File: src/rtl/arb_pkg.sv
package arb_pkg;

  typedef enum logic [1:0] {
    ST_OWNED     = 2'd0,
    ST_WAIT_DONE = 2'd1,
    ST_RELEASED  = 2'd2,
    ST_RECLAIM   = 2'd3
  } arbState_t;

  typedef enum logic [1:0] {
    CLS_RAM = 2'd0,
    CLS_ROM = 2'd1,
    CLS_IO  = 2'd2,
    CLS_EXT = 2'd3
  } accClass_t;

  typedef struct packed {
    logic padDrive;     // pads driven by the chip
    logic grantExt;     // bus lent to the external device
    logic extPathOpen;  // I/O and external classes may proceed
    logic refreshOk;    // refresh may use the bus
  } arbStrobe_t;

endpackage

File: src/rtl/arb_ctrl.sv
module arb_ctrl
  import arb_pkg::*;
(
  input  logic       clk,
  input  logic       rstN,
  input  logic       reqSync,
  input  logic       refPend,
  input  logic       accBusy,
  output arbStrobe_t strobe
);

  arbState_t stateQ, stateNext;

  always_comb begin
    stateNext = stateQ;
    unique case (stateQ)
      ST_OWNED: begin
        if (reqSync && !refPend) stateNext = ST_WAIT_DONE;
      end
      ST_WAIT_DONE: begin
        if (!reqSync || refPend) stateNext = ST_OWNED;
        else if (!accBusy)       stateNext = ST_RELEASED;
      end
      ST_RELEASED: begin
        if (!reqSync)     stateNext = ST_OWNED;
        else if (refPend) stateNext = ST_RECLAIM;
      end
      ST_RECLAIM: begin
        if (!reqSync) stateNext = ST_OWNED;
      end
      default: stateNext = ST_OWNED;
    endcase
  end

  always_ff @(posedge clk or negedge rstN) begin
    if (!rstN) stateQ <= ST_OWNED;
    else       stateQ <= stateNext;
  end

  always_comb begin
    strobe.padDrive    = (stateQ == ST_OWNED) || (stateQ == ST_WAIT_DONE);
    strobe.grantExt    = (stateQ == ST_RELEASED);
    strobe.extPathOpen = (stateQ == ST_OWNED);
    strobe.refreshOk   = (stateQ == ST_OWNED);
  end

endmodule

File: src/rtl/arb_datapath.sv
module arb_datapath
  import arb_pkg::*;
#(
  parameter int SYNC_STAGES = 2,
  parameter int NUM_MASTERS = 2
) (
  input  logic                     clk,
  input  logic                     rstN,
  input  logic                     extReq,
  input  logic                     refreshReq,
  input  logic                     refreshDone,
  input  logic [NUM_MASTERS-1:0]   cpuReq,
  input  logic [2*NUM_MASTERS-1:0] cpuClass,
  input  arbStrobe_t               strobe,
  output logic                     reqSync,
  output logic                     refPend,
  output logic                     busGrant,
  output logic                     padOe,
  output logic                     refreshGo,
  output logic [NUM_MASTERS-1:0]   cpuGo
);

  localparam int LAST_STAGE = SYNC_STAGES - 1;

  logic [SYNC_STAGES-1:0] syncQ;

  always_ff @(posedge clk or negedge rstN) begin
    if (!rstN) syncQ <= '0;
    else       syncQ <= {syncQ[LAST_STAGE-1:0], extReq};
  end

  assign reqSync = syncQ[LAST_STAGE];

  // A new request wins over a simultaneous acknowledge.
  always_ff @(posedge clk or negedge rstN) begin
    if (!rstN) refPend <= 1'b0;
    else       refPend <= refreshReq || (refPend && !refreshDone);
  end

  assign busGrant  = strobe.grantExt;
  assign padOe     = strobe.padDrive;
  assign refreshGo = refPend && strobe.refreshOk;

  for (genvar m = 0; m < NUM_MASTERS; m++) begin : g_master
    accClass_t cls;
    logic      internalCls;
    assign cls         = accClass_t'(cpuClass[2*m +: 2]);
    assign internalCls = (cls == CLS_RAM) || (cls == CLS_ROM);
    assign cpuGo[m]    = cpuReq[m] && (internalCls || strobe.extPathOpen);
  end

endmodule

File: src/rtl/ext_bus_arbiter.sv
module ext_bus_arbiter
  import arb_pkg::*;
#(
  parameter int SYNC_STAGES = 2,
  parameter int NUM_MASTERS = 2,
  parameter int MCLK_RATIO  = 4
) (
  input  logic                     clk,
  input  logic                     rstN,
  input  logic                     extReq,
  input  logic                     accBusy,
  input  logic                     refreshReq,
  input  logic                     refreshDone,
  input  logic [NUM_MASTERS-1:0]   cpuReq,
  input  logic [2*NUM_MASTERS-1:0] cpuClass,
  output logic                     busGrant,
  output logic                     padOe,
  output logic                     refreshGo,
  output logic [NUM_MASTERS-1:0]   cpuGo
);

  // Pads switch on the same system-clock edge as the grant, which lies inside
  // the allowed early-float window for both supported clock ratios.
  if (!((MCLK_RATIO == 2) || (MCLK_RATIO == 4))) begin : g_bad_ratio
    $error("MCLK_RATIO must be 2 or 4");
  end
  if (SYNC_STAGES < 2) begin : g_bad_sync
    $error("SYNC_STAGES must be at least 2");
  end

  arbStrobe_t strobe;
  logic       reqSync;
  logic       refPend;

  arb_ctrl i_ctrl (
    .clk     (clk),
    .rstN    (rstN),
    .reqSync (reqSync),
    .refPend (refPend),
    .accBusy (accBusy),
    .strobe  (strobe)
  );

  arb_datapath #(
    .SYNC_STAGES (SYNC_STAGES),
    .NUM_MASTERS (NUM_MASTERS)
  ) i_dp (
    .clk         (clk),
    .rstN        (rstN),
    .extReq      (extReq),
    .refreshReq  (refreshReq),
    .refreshDone (refreshDone),
    .cpuReq      (cpuReq),
    .cpuClass    (cpuClass),
    .strobe      (strobe),
    .reqSync     (reqSync),
    .refPend     (refPend),
    .busGrant    (busGrant),
    .padOe       (padOe),
    .refreshGo   (refreshGo),
    .cpuGo       (cpuGo)
  );

endmodule

File: config.mk
export PLATFORM = sky130hd
export DESIGN_NAME = ext_bus_arbiter
export DESIGN_NICKNAME = d
export VERILOG_FILES = /design/src/rtl/arb_pkg.sv /design/src/rtl/arb_ctrl.sv /design/src/rtl/arb_datapath.sv /design/src/rtl/ext_bus_arbiter.sv
export SDC_FILE = /design/constraint.sdc
export NUM_CORES = 1
export LEC_CHECK = 0
export BUFFER_PORTS_ARGS = -buffer_cell sky130_fd_sc_hd__buf_2
export CAP_MARGIN = 20
export CORE_AREA = 2 2 39 41
export DETAILED_ROUTE_END_ITERATION = 10
export DIE_AREA = 0 0 41 43
export PLACE_DENSITY_LB_ADDON = 0.12
export RECOVER_POWER = 100
export SYNTH_ARGS = -nofsm -noshare
export SYNTH_HDL_FRONTEND = slang
export SYNTH_SLANG_ARGS = --single-unit
File: constraint.sdc
create_clock -name clk -period 1.05 [get_ports clk]
set_input_delay 0.21 -clock clk [delete_from_list [all_inputs] [get_ports clk]]
set_output_delay 0.21 -clock clk [all_outputs]
set_load 0.005 [all_outputs]
==> qor.yml <==
drt:
  drc: 0
  drtIter0Drc: 0
  vias: 202
  wl_per_cell_um: 8.13
  first_pass_iters: 1
  wl_um: 455
  via_per_inst: 3.61
  ant_nets: 0
grt:
  grt_pass1_vias: 197
  antenna_found_initial: 0
  track_usage: 0.0617
  grt_first_pass_wirelength_um: 683
  grt_remaining_overflow: 0
  grt_max_degree: 6
sta:
  hold_violations: 0
  maxSlewViolCount: 0
  setup_slack_ps: -282
  tightest_slew_ps: 253
  setup_viol: 5
  grt_setup_unrepaired: "true"
  relSlewSlack: 0.832
  fmax_mhz: 751
  period_share: 1.27
  clock_skew_ps: 5.50
  min_period_ps: 1330
critical_path:
  crit_path_top_delay_cell: "dfrtp_1"
  cp.required_ps: 840
  path_cells: "or2_1 -> a21boi_1 -> buf_2"
  crit_start: "i_ctrl.stateQ[1]"
  path_class: "reg -> out"
  cp.depth: 3
  rr_worst_depth: 4
  path_buf_inv: 1
  path_max_fanout: 3
  slowest_delay_ps: 360
  reg2reg_setup_slack_ps: 10
  cp-end-kind: "output pin"
  r2r-start: "i_ctrl.stateQ[1]"
  cp-start-kind: "flop"
  worstPathArrival_ps: 1120
  critPathTopFamily: "flip-flops"
yosys:
  synth_area_leaders: "dfrtp_1, a21boi_1, nor2b_4, o311a_1, nor2_1"
  ys.flop_type: "dfrtp_1"
  async_flop_share: 1.00
  syn_nets: 30
  synth_common_cells: "dfrtp_1, a21boi_1, nor2_1"
  ys_types: 12
  synth-edff-count: 0
  synth_top_area_cell: "dfrtp_1"
  seq_area_frac_synth: 0.592
  synth_area_um2: 211
  yosys_warnings: 0
  ys_seq_elements: 5
  synth_top_cell_area_share: 0.592
  netlist_instances: 18
  yosysMostFrequentCell: "dfrtp_1"
  syn_area_per_cell_um2: 11.7
power:
  p_per_area_nw_per_um2: 1340
  seqPwrFrac: 0.420
  internal-power_mw: 0.387
  combPwrFrac: 0.137
  max-vdd-ir-drop_mv: 0.845
  switchingPower_mw: 0.108
  total_power_mw: 0.495
  switching_share: 0.218
  clkPwrFrac: 0.443
  leakage_nw: 0.195
hold_path:
  holdPathStages: 1
  min_from: "extReq"
  hp-class: "in -> reg"
final_layout:
  layout-drive-gt1-share: 0.550
  fin_cells: 56
  diodes: 0
  fin_nets: 53
  syn_to_final_growth_pct: 75.1
floorplan:
  ioPinCount: 17
  dieHeight_um: 43
  initial_core_util: 0.153
  die_x_um: 41
  dieArea_um2: 1760
  core.rowCount: 14
  core_um2: 1380
run:
  drv_cap: 0
clock_tree:
  clk_latency_ps: 240
  htree_levels: 1
  clockRootBuffer: "clkbuf_4"
  cts_buffer_depth: 2
  cts_made_buffers: 3
  tritoncts: "done"
  clk_pin_slew_ps: 50
  cts.sinks: 5
run_status:
  status: "finished with violations"
  violations: "negative setup slack"
placement:
  pre_cts_slack_ps: -54.3
  numPortBuffers: 14
  post-dp-hpwl_um: 379
  place_congestion: 0.602
  dp.cells: 50
sequential cells by signal (all words and copies together) (netlist names):
name and flops:
i_dp.refPend 1, i_ctrl.stateQ 2, i_dp.syncQ 2
logic make-up after synthesis:
logic type	share of synthesized area
flops	0.592
buf+inv	0.0355
compound gates	0.213
simple gates	0.160
cells in the final DEF, fill, tap and decap left out, types with 2 or more instances in the layout:
| master | count |
|---|---|
| dfrtp_1 | 5 |
| buf_4 | 3 |
| nor2_1 | 2 |
| clkbuf_1 | 2 |
| a21boi_1 | 2 |
| buf_2 | 12 |
| clkbuf_4 | 3 |
path summary, 6_finish.rpt:
kind	endpoint
worst max-delay path	cpuGo[0]
worst min-delay path	i_dp.syncQ[0]
worst max register to register	i_ctrl.stateQ[0]
worst min register to register	i_dp.syncQ[1]
max in group asynchronous	i_dp.syncQ[1]
min in group asynchronous	i_ctrl.stateQ[0]
area by class of cell:
cell class | count | area, µm²
Fill cell | 156 | 1010
Inverter | 2 | 10.0
Multi-Input combinational cell | 11 | 81.3
Tap cell | 16 | 20.0
Clock buffer | 4 | 26.3
Timing Repair Buffer | 18 | 108
Sequential cell | 5 | 125
worst reg2reg max path: stages, from the launching register on:
cell,delay [ps]
dfrtp_1,330
buf_4,120
inv_4,40
buf_4,120
o311a_1,320
through the flow:
step	cell area [µm²]	hold slack, ps	util	TNS (ps)
2_1_floorplan	211	-85.6	-	0
3_3_place_gp	317	30.3	0.229	-49.2
3_5_place_dp	317	27.7	0.229	-89.1
4_1_cts	355	73.5	0.257	-968
5_1_grt	370	69.8	0.268	-1240
6_report	370	79.9	0.268	-940
layer usage:
layer  GRT usage  up-vias  wire (µm)
li1            -      105          -
met1      0.0495       90        180
met2      0.0969        7        231
met3      0.0628        0         43
met4      0.0200        0          0
met5           0        -          0
power by group through the flow:
stage               clock network [mW]  registers (mW)  logic [mW]
global route                     0.242           0.209      0.0758
CTS                              0.228           0.208      0.0664
finish                           0.220           0.208      0.0677
floorplan                            0           0.211      0.0239
detailed placement                   0           0.211      0.0632
global placement                     0           0.211      0.0623
repair_timing:
action,in CTS,in global routing
hold buffers,1,0
setup buffers,0,1
pin swaps,3,1
gates resized for setup,1,2
endpoints found under the setup margin,6,6
endpoints found under the hold margin,5,0
Power figures use the tool's default switching activity.
